<file path="src/rtl/timer_pkg.sv">
package timer_pkg;
  localparam int unsigned BUS_W  = 32;
  localparam int unsigned ADDR_W = 4;

  localparam logic [ADDR_W-1:0] OFS_LOAD  = 4'h0;
  localparam logic [ADDR_W-1:0] OFS_VALUE = 4'h4;
  localparam logic [ADDR_W-1:0] OFS_CTRL  = 4'h8;
  localparam logic [ADDR_W-1:0] OFS_CLEAR = 4'hC;

  localparam int unsigned BIT_EN   = 7;
  localparam int unsigned BIT_MODE = 6;
  localparam int unsigned BIT_SRC  = 3;

  typedef struct packed {
    logic en;
    logic periodic;
    logic src_fast;
  } ctrl_t;
endpackage

</file>
<file path="src/rtl/timer_regfile.sv">
module timer_regfile
  import timer_pkg::*;
#(
  parameter int unsigned WIDTH = 16
) (
  input  logic              clk_i,
  input  logic              rst_ni,
  input  logic              req_i,
  input  logic              we_i,
  input  logic [ADDR_W-1:0] addr_i,
  input  logic [BUS_W-1:0]  wdata_i,
  output logic [BUS_W-1:0]  rdata_o,
  input  logic [WIDTH-1:0]  cnt_i,
  output logic [WIDTH-1:0]  load_o,
  output ctrl_t             ctrl_o,
  output logic              load_we_o,
  output logic              clr_we_o
);
  logic wr;
  logic ctrl_we;
  logic unused_wdata;

  assign wr        = req_i & we_i;
  assign load_we_o = wr & (addr_i == OFS_LOAD);
  assign ctrl_we   = wr & (addr_i == OFS_CTRL);
  assign clr_we_o  = wr & (addr_i == OFS_CLEAR);
  assign unused_wdata = ^wdata_i;

  always_ff @(posedge clk_i or negedge rst_ni) begin
    if (!rst_ni) begin
      load_o <= '0;
      ctrl_o <= '0;
    end else begin
      if (load_we_o) load_o <= wdata_i[WIDTH-1:0];
      if (ctrl_we) begin
        ctrl_o.en       <= wdata_i[BIT_EN];
        ctrl_o.periodic <= wdata_i[BIT_MODE];
        ctrl_o.src_fast <= wdata_i[BIT_SRC];
      end
    end
  end

  always_comb begin
    rdata_o = '0;
    unique case (addr_i)
      OFS_LOAD:  rdata_o = BUS_W'(load_o);
      OFS_VALUE: rdata_o = BUS_W'(cnt_i);
      OFS_CTRL: begin
        rdata_o[BIT_EN]   = ctrl_o.en;
        rdata_o[BIT_MODE] = ctrl_o.periodic;
        rdata_o[BIT_SRC]  = ctrl_o.src_fast;
      end
      default: rdata_o = '0;
    endcase
  end


  ctrl_wr_chk: assert property (@(posedge clk_i) disable iff (!rst_ni)
    ctrl_we |=> (ctrl_o.en == $past(wdata_i[BIT_EN])));
endmodule

</file>
<file path="src/rtl/timer_counter.sv">
module timer_counter
  import timer_pkg::*;
#(
  parameter int unsigned WIDTH = 16
) (
  input  logic             clk_i,
  input  logic             rst_ni,
  input  ctrl_t            ctrl_i,
  input  logic             tick_fast_i,
  input  logic             tick_slow_i,
  input  logic             load_we_i,
  input  logic [WIDTH-1:0] load_wdata_i,
  input  logic [WIDTH-1:0] load_i,
  output logic [WIDTH-1:0] cnt_o,
  output logic             uf_o
);
  logic tick;
  logic at_zero;

  assign tick    = ctrl_i.en & (ctrl_i.src_fast ? tick_fast_i : tick_slow_i);
  assign at_zero = (cnt_o == '0);
  assign uf_o    = tick & at_zero & ~load_we_i;

  always_ff @(posedge clk_i or negedge rst_ni) begin
    if (!rst_ni) begin
      cnt_o <= '0;
    end else if (load_we_i) begin
      cnt_o <= load_wdata_i;
    end else if (tick) begin
      if (at_zero) cnt_o <= ctrl_i.periodic ? load_i : '1;
      else         cnt_o <= cnt_o - 1'b1;
    end
  end


  hold_when_off_chk: assert property (@(posedge clk_i) disable iff (!rst_ni)
    (!ctrl_i.en && !load_we_i) |=> $stable(cnt_o));

  dec_by_one_chk: assert property (@(posedge clk_i) disable iff (!rst_ni)
    (tick && !at_zero && !load_we_i) |=> (cnt_o == $past(cnt_o) - 1'b1));

  reload_chk: assert property (@(posedge clk_i) disable iff (!rst_ni)
    (uf_o && ctrl_i.periodic) |=> (cnt_o == $past(load_i)));

  wrap_chk: assert property (@(posedge clk_i) disable iff (!rst_ni)
    (uf_o && !ctrl_i.periodic) |=> (&cnt_o));
endmodule

</file>
<file path="src/rtl/timer_irq.sv">
module timer_irq (
  input  logic clk_i,
  input  logic rst_ni,
  input  logic uf_i,
  input  logic clr_i,
  output logic irq_o
);
  always_ff @(posedge clk_i or negedge rst_ni) begin
    if (!rst_ni)    irq_o <= 1'b0;
    else if (uf_i)  irq_o <= 1'b1;
    else if (clr_i) irq_o <= 1'b0;
  end


  irq_set_chk: assert property (@(posedge clk_i) disable iff (!rst_ni)
    uf_i |=> irq_o);

  irq_clr_chk: assert property (@(posedge clk_i) disable iff (!rst_ni)
    (clr_i && !uf_i) |=> !irq_o);

  irq_hold_chk: assert property (@(posedge clk_i) disable iff (!rst_ni)
    (!clr_i && !uf_i) |=> $stable(irq_o));
endmodule

</file>
<file path="src/rtl/interval_timer.sv">
module interval_timer
  import timer_pkg::*;
#(
  parameter int unsigned WIDTH = 16
) (
  input  logic              clk_i,
  input  logic              rst_ni,
  input  logic              req_i,
  input  logic              we_i,
  input  logic [ADDR_W-1:0] addr_i,
  input  logic [BUS_W-1:0]  wdata_i,
  output logic [BUS_W-1:0]  rdata_o,
  input  logic              tick_fast_i,
  input  logic              tick_slow_i,
  output logic              irq_o
);
  logic [WIDTH-1:0] cnt;
  logic [WIDTH-1:0] load_q;
  ctrl_t            ctrl;
  logic             load_we;
  logic             clr_we;
  logic             uf;

  initial begin
    width_ok_chk: assert (WIDTH == 16 || WIDTH == 32);
  end

  timer_regfile #(.WIDTH(WIDTH)) u_regs (
    .clk_i, .rst_ni, .req_i, .we_i, .addr_i, .wdata_i, .rdata_o,
    .cnt_i(cnt), .load_o(load_q), .ctrl_o(ctrl),
    .load_we_o(load_we), .clr_we_o(clr_we)
  );

  timer_counter #(.WIDTH(WIDTH)) u_cnt (
    .clk_i, .rst_ni, .ctrl_i(ctrl), .tick_fast_i, .tick_slow_i,
    .load_we_i(load_we), .load_wdata_i(wdata_i[WIDTH-1:0]),
    .load_i(load_q), .cnt_o(cnt), .uf_o(uf)
  );

  timer_irq u_irq (
    .clk_i, .rst_ni, .uf_i(uf), .clr_i(clr_we), .irq_o
  );


  load_wins_chk: assert property (@(posedge clk_i) disable iff (!rst_ni)
    load_we |=> (cnt == $past(wdata_i[WIDTH-1:0])));
endmodule

</file>
<file path="config.mk">
export PLATFORM = sky130hd
export DESIGN_NAME = interval_timer
export DESIGN_NICKNAME = d
export VERILOG_FILES = /design/src/rtl/timer_pkg.sv /design/src/rtl/timer_regfile.sv /design/src/rtl/timer_counter.sv /design/src/rtl/timer_irq.sv /design/src/rtl/interval_timer.sv
export SDC_FILE = /design/constraint.sdc
export NUM_CORES = 1
export LEC_CHECK = 0
export BUFFER_PORTS_ARGS = -buffer_cell sky130_fd_sc_hd__buf_4
export CAP_MARGIN = 25
export CORE_ASPECT_RATIO = 1.25
export CORE_UTILIZATION = 46
export DETAILED_ROUTE_END_ITERATION = 12
export GPL_TIMING_DRIVEN = 0
export PLACE_DENSITY = 0.81
export SYNTH_ARGS = -nofsm -noshare
export SYNTH_HDL_FRONTEND = slang
export SYNTH_SLANG_ARGS = --single-unit
</file>
<file path="constraint.sdc">
create_clock -name clk_i -period 2.25 [get_ports clk_i]
set_clock_uncertainty 0.2 [all_clocks]
set_input_delay 0.225 -clock clk_i [delete_from_list [all_inputs] [get_ports clk_i]]
set_output_delay 0.225 -clock clk_i [all_outputs]
set_load 0.02 [all_outputs]
</file>
# [Word level (Yosys, flattened, before mapping)]
# Cells that the tools add are included.
# W data, S select, Z words.
[word_totals] inputBits=42 output_inout_bits=33 elab_cells=34 regBits=36
[classes] addsub=1 n_eq_ne=3 n_reduce_logical=4 muxes=12 bitwise_logic=8
[op_table] operator="$mux W16" count=4
[op_table] operator="$logic_not A16 Y1" count=1
[op_table] operator="$pmux W8 S2" count=1
[op_table] operator="$sub A16 B1 Y16 const B" count=1
[op_table] operator="$eq A4 B4 Y1 const B" count=2
[op_table] operator="$and A1 B1 Y1" count=7
[op_table] operator="$pmux W2 S3" count=1
[op_table] operator="$pmux W3 S2" count=1
[op_table] operator="$eq A4 B3 Y1 const B" count=1
[op_table] operator="$logic_not A4 Y1" count=1
[op_table] operator="$pmux W2 S2" count=1
[op_table] operator="$reduce_bool A2 Y1" count=2
[op_table] operator="$mux W1" count=3
[op_table] operator="$pmux W1 S3" count=1
[op_table] operator="$not A1 Y1" count=1

# [Longest topological paths before layout]
[depth] ltp_word=5 depth_mapped=9 mapped_depth_nobuf=7

# [By module]
# A second synthesis with hierarchy kept.
[unflattened] cells_unflattened=242 hier_area_um2=2389.8
[by_module_without_submodules] module="timer_counter" area_per_inst_um2=1267.5 seq_area_each_um2=400.4 instances=1 cells_each=150
[by_module_without_submodules] module="timer_regfile" area_per_inst_um2=1086.0 seq_area_each_um2=475.5 instances=1 cells_each=89
[by_module_without_submodules] module="timer_irq" area_per_inst_um2=36.3 seq_area_each_um2=25.0 instances=1 cells_each=3

# [Least setup slack after synthesis]
# No wires, ideal clock.
[synth_path] path_type="register to register" start="reg u_cnt.cnt_o[0]" end="reg u_cnt.cnt_o[12]" path_slack_ns=-0.025 t_arrival_ns=1.944 t_required_ns=1.919 period_less_slack_ns=2.275 setup_time_ns=0.131 path_stages_with_launch=10 n_path_buf=2 path_cell_list="dfrtp_1 -> inv_1 -> ha_1 -> nor4b_1 -> and4_1 -> buf_4 -> buf_6 -> nand2_1 -> o2111ai_1 -> nand3_1"
[synth_between] elab_chain_cells=4 word_cells_on_any_way=5 classes_between="add/sub: 1; mux: 3; reduce/logical: 1"
[synth_rtl] item="start, declared" line="timer_counter.sv:14" text="output logic [WIDTH-1:0] cnt_o,"
[synth_rtl] item="start signal, assigned" line="timer_counter.sv:28" text="cnt_o <= load_wdata_i;"
[synth_rtl] item="start signal, assigned" line="timer_counter.sv:30" text="if (at_zero) cnt_o <= ctrl_i.periodic ? load_i : '1;"
[synth_rtl] item="start signal, assigned" line="timer_counter.sv:31" text="else cnt_o <= cnt_o - 1'b1;"
[synth_rtl] item="$sub A16 B1 Y16 / $logic_not A16 Y1 (equally long branches)" line="timer_counter.sv:31, timer_counter.sv:21"
[synth_rtl] item="$mux W16 *" line="timer_counter.sv:30"
[synth_rtl] item="$mux W16 *" line="timer_counter.sv:29" text="end else if (tick) begin"
[synth_rtl] item="$mux W16 *" line="timer_counter.sv:27" text="end else if (load_we_i) begin"
# Mark *: on every way between the ends. The rest lies on a longest branch, timed or not. The select of a mux whose other input is x is not followed.
# A chain may end at the register's enable or synchronous reset.

# [Worst setup path in the final report]
[layout_path] start="reg u_cnt.cnt_o[1]" end="reg u_cnt.cnt_o[7]"
# The elaborated chain is that of the path after synthesis.

==> summary.txt <==
Global route
  • Largest net degree at the start of global routing: 37
  • GRT Resource Usage Total: a little over a quarter
  • First-pass GRT wire length: 10,600 um
  • Global-route congestion overflow total: 0
  • Initial antenna violation count: 0
  • Number of global-route vias before repair: about 2,300

Layout
  • Layout area overhead: 39.1%
  • Fin nets: between 400 and 500
  • Layout cells sized above 1: between 20 and 30%
  • Non-Filler Instances: 430
  • Fillers: ~390
  • Multi-input logic area: approximately 1400 sq um
  • FF/Latch Area: approximately 900 sq um
  • ANT cells: 0

Synthesis
  • Top-area cell type share of the netlist area: between 30% and 40%
  • Seq/Total Area, Yosys: roughly two fifths
  • Mapped Cells: around 280
  • Post-synth EDFFs: 0
  • Predominant post-synthesis flop cell: dfrtp_1
  • Mux contribution to synthesized area: around 1.9%
  • Ys Warns: 0
  • Cell taking the most area after synthesis: dfrtp_1
  • Async SR Flop Fraction: 100%
  • Cell variety after synth: 50
  • Synth Area in Adders: under 10%
  • Main combinational cell family by area after synthesis: simple AND/OR/NAND/NOR gates
  • Simple logic cell fraction of the synthesized area: 24.3%
  • Post-Syn Area: 2350 sq um
  • Top cells by area, synth: dfrtp_1 38%, nand2_1 9.3%, buf_4 5.7%
  • Syn_area_per_cell: 8.32 sq um
  • Synth Area in Compound Gates: between 20% and 30%
  • #FFs+latches synth: 36
  • XOR/XNOR share of the synthesized area: under 10%

STA
  • Setup WS post-layout: -0.000724 ns
  • Slew HR: 56.1%
  • Setup violators final: 1
  • Final Max Slew Viols: 0
  • Final Cycle Share: 100%
  • Final min period: about 2.3 ns
  • Final hold viol count: 0
  • Setup_tns: -0.000724 ns
  • RSZ-0062 raised after global routing: yes
  • Measured slew at the worst slew-check pin: 0.658 ns
  • FMAX: 0.444 GHz

Drt
  • Avg WL per Cell: 16.1 um
  • Routed WL: 6900 um
  • DRT iter0 DRCs: 156
  • Routed Antenna Nets: 0
  • Via count: approximately 2,400
  • Drt drc: 0
  • DR pass1 iterations: 4
  • Vias/cell: about 5.6

Place
  • Post-DP HPWL: ~4600 um
  • Placed cells: 400
  • Port Buffers: 42
  • Final Wtd Congestion: roughly 0.94

Job
  • Max cap viols: 0

Hold path
  • Worst hold path class: input pin to flop
  • WHS Path Cells: 4
  • HP Start: we_i

CTS
  • CTS Buf Count: 5
  • Clk buf depth: 2
  • H-Tree Depth: 2
  • Clock Sink Count: 36
  • Clock-pin slew on the worst setup and hold paths: roughly 0.08 ns
  • Root Buffer: clkbuf_8
  • CTS tree: done
  • Worst-Skew Late Latency: roughly 0.30 ns

Critical path
  • Setup Crit Path Kind: flop to flop
  • RR Startpoint: u_cnt.cnt_o[1]
  • Crit path from: u_cnt.cnt_o[1]
  • FF-to-FF path depth: 9
  • CP max FO: 5
  • Startpoint Class: flop
  • Worst path required time: roughly 2.2 ns
  • Crit path DAT: 2.24 ns
  • Crit. End Element: flop

Pwr
  • Worst vdd ir: 520 uV
  • Internal: around 1.8 mW
  • Pwr Density: 910 nW/um^2
  • Gate power share: 40.3%
  • Leak: 1.57 nW
  • Clock power share: a little over a fifth
  • Sequential Power Share: 38.2%
  • Sw Share: between 30% and 40%
  • Sw Pwr: ~1.2 mW

Outcome
  • Failing checks: setup timing
  • Status: finished, violations left

Die
  • Die area: approximately 5400 sq um
  • Initial Util: 48.7%
  • IO Count: 75
  • Die height: between 80 and 90 um
  • Std-Cell Rows: 28
  • Chip Width: around 66 um
  • Core area: 4830 sq um
through the flow:
stage | total power [mW] | hold WS (ns) | area, sq um | setup slack, ns | utilization (%)
floorplan | 1.77 | -0.271 | 2420 | 0.0478 | -
CTS | 2.85 | 0.0735 | 3170 | -0.0289 | 65.6
global placement | 2.05 | 0.00650 | 2810 | -0.364 | 58.0
finish | 2.98 | 0.0691 | 3270 | -0.000724 | 67.7
global route | 3.17 | 0.105 | 3270 | -0.115 | 67.7
detailed placement | 2.07 | 0.0161 | 2810 | -0.319 | 58.0
registers in the layout, indices dropped and copies added (netlist names):
signal / count
u_regs.load_o: 16
u_regs.ctrl_o: 3
u_cnt.cnt_o: 16
u_irq.irq_o: 1
routing by layer:
metal  wire length, um  track usage [%]  share of wire [%]  vias up
li1                  -                -                  -     1162
met1              2800             31.0                 40     1144
met2              3440             46.5                 50      101
met3               435             3.89                6.3       20
met4               233             15.5                3.4        0
met5                 0                0                  0        -
kinds of logic after synthesis:
group	after synthesis
AOI/OAI and AO/OA	71
xor gates and xnor gates	4
adders and majority gates	2
buffers and inverters	44
DFF	36
muxes	4
other	1
and+or+nand+nor	121
layout make-up:
cell class	count	share of cell area, %
buffer	33	7.19
multi-input combinational	218	41.5
inverter	9	1.03
sequential	36	27.7
clock buffer	7	2.94
tap	60	2.29
timing repair buffer	66	16.4
clock inverter	1	0.917
critical path, cell delays in order, from the launching register on:
cell and delay (ns):
dfrtp_2 0.45, inv_1 0.09, ha_2 0.19, nor4b_4 0.25, buf_4 0.17, nand4_1 0.18
buf_4 0.22, o21a_1 0.16, o221ai_1 0.15, nand2_1 0.08
synthesized netlist by cell type, types with 2 or more instances:
master     count
nor2_1        17
nor4_1         6
a222oi_1       3
buf_6          3
and3_1         2
or4_1          2
nand2b_1       2
a2bb2oi_1      2
o21a_1         2
inv_1          9
mux2_2         4
o211ai_1       2
o221ai_1       3
or3_2          2
a22o_1        13
a21oi_1       12
nor3_1        10
nand2_1       58
a31oi_1        5
o21ai_0       13
a211oi_1       3
nor4b_1        2
nand3_1        9
dfrtp_1       36
buf_2          2
buf_4         18
nand3b_1       3
a221oi_1       2
xor2_1         4
nand4_1        2
clkbuf_1       9
ha_1           2
o31ai_1        4
placed cells by master, fill, tap and decap left out, types with 2 or more instances in the layout:
cell and instances:
a211oi_1 3, a21oi_1 12, a221oi_1 2, a222oi_1 3, a22o_1 13, a2bb2oi_1 2
a31oi_1 5, and3_1 2, buf_4 66, buf_6 3, clkbuf_1 7, clkbuf_2 2
clkbuf_8 8, conb_1 16, dfrtp_1 32, dfrtp_2 4, dlygate4sd3_1 17, inv_1 8
mux2_2 4, nand2_1 58, nand2b_1 2, nand3_1 9, nand3b_1 3, nand4_1 2
nor2_1 17, nor3_1 8, nor3_2 2, nor4_1 3, nor4_4 4, o211ai_1 2
o21a_1 2, o21ai_0 13, o221ai_1 2, o31ai_1 4, or3_4 2, or4_4 3
xor2_1 4
worst paths after layout:
| path | slack [ns] | end |
|---|---|---|
| min in group asynchronous | 0.22 | u_irq.irq_o |
| worst min-delay path | 0.07 | u_irq.irq_o |
| max in group asynchronous | 1.28 | u_cnt.cnt_o[1] |
| worst max register to register | -0.0007 | u_cnt.cnt_o[7] |
| worst min register to register | 0.31 | u_regs.load_o[4] |
| worst max-delay path | -0.0007 | u_cnt.cnt_o[7] |
repair_timing:
item | 4_1_cts | 5_1_grt
setup buffers | 1 | 6
resized for setup | 10 | 20
cloned | 0 | 0
hold buffers | 17 | 0
pin swaps | 3 | 4
setup endpoints to repair | 26 | 24
endpoints found under the hold margin | 68 | 0
power groups by stage:
stage / Clock [mW] / Sequential (mW) / Combinational, mW
finish: 0.639 / 1.14 / 1.20
global placement: 0 / 1.05 / 0.992
floorplan: 0 / 1.01 / 0.768
detailed placement: 0 / 1.06 / 1.00
global route: 0.666 / 1.17 / 1.33
CTS: 0.645 / 1.09 / 1.11
Power figures use the tool's default switching activity.
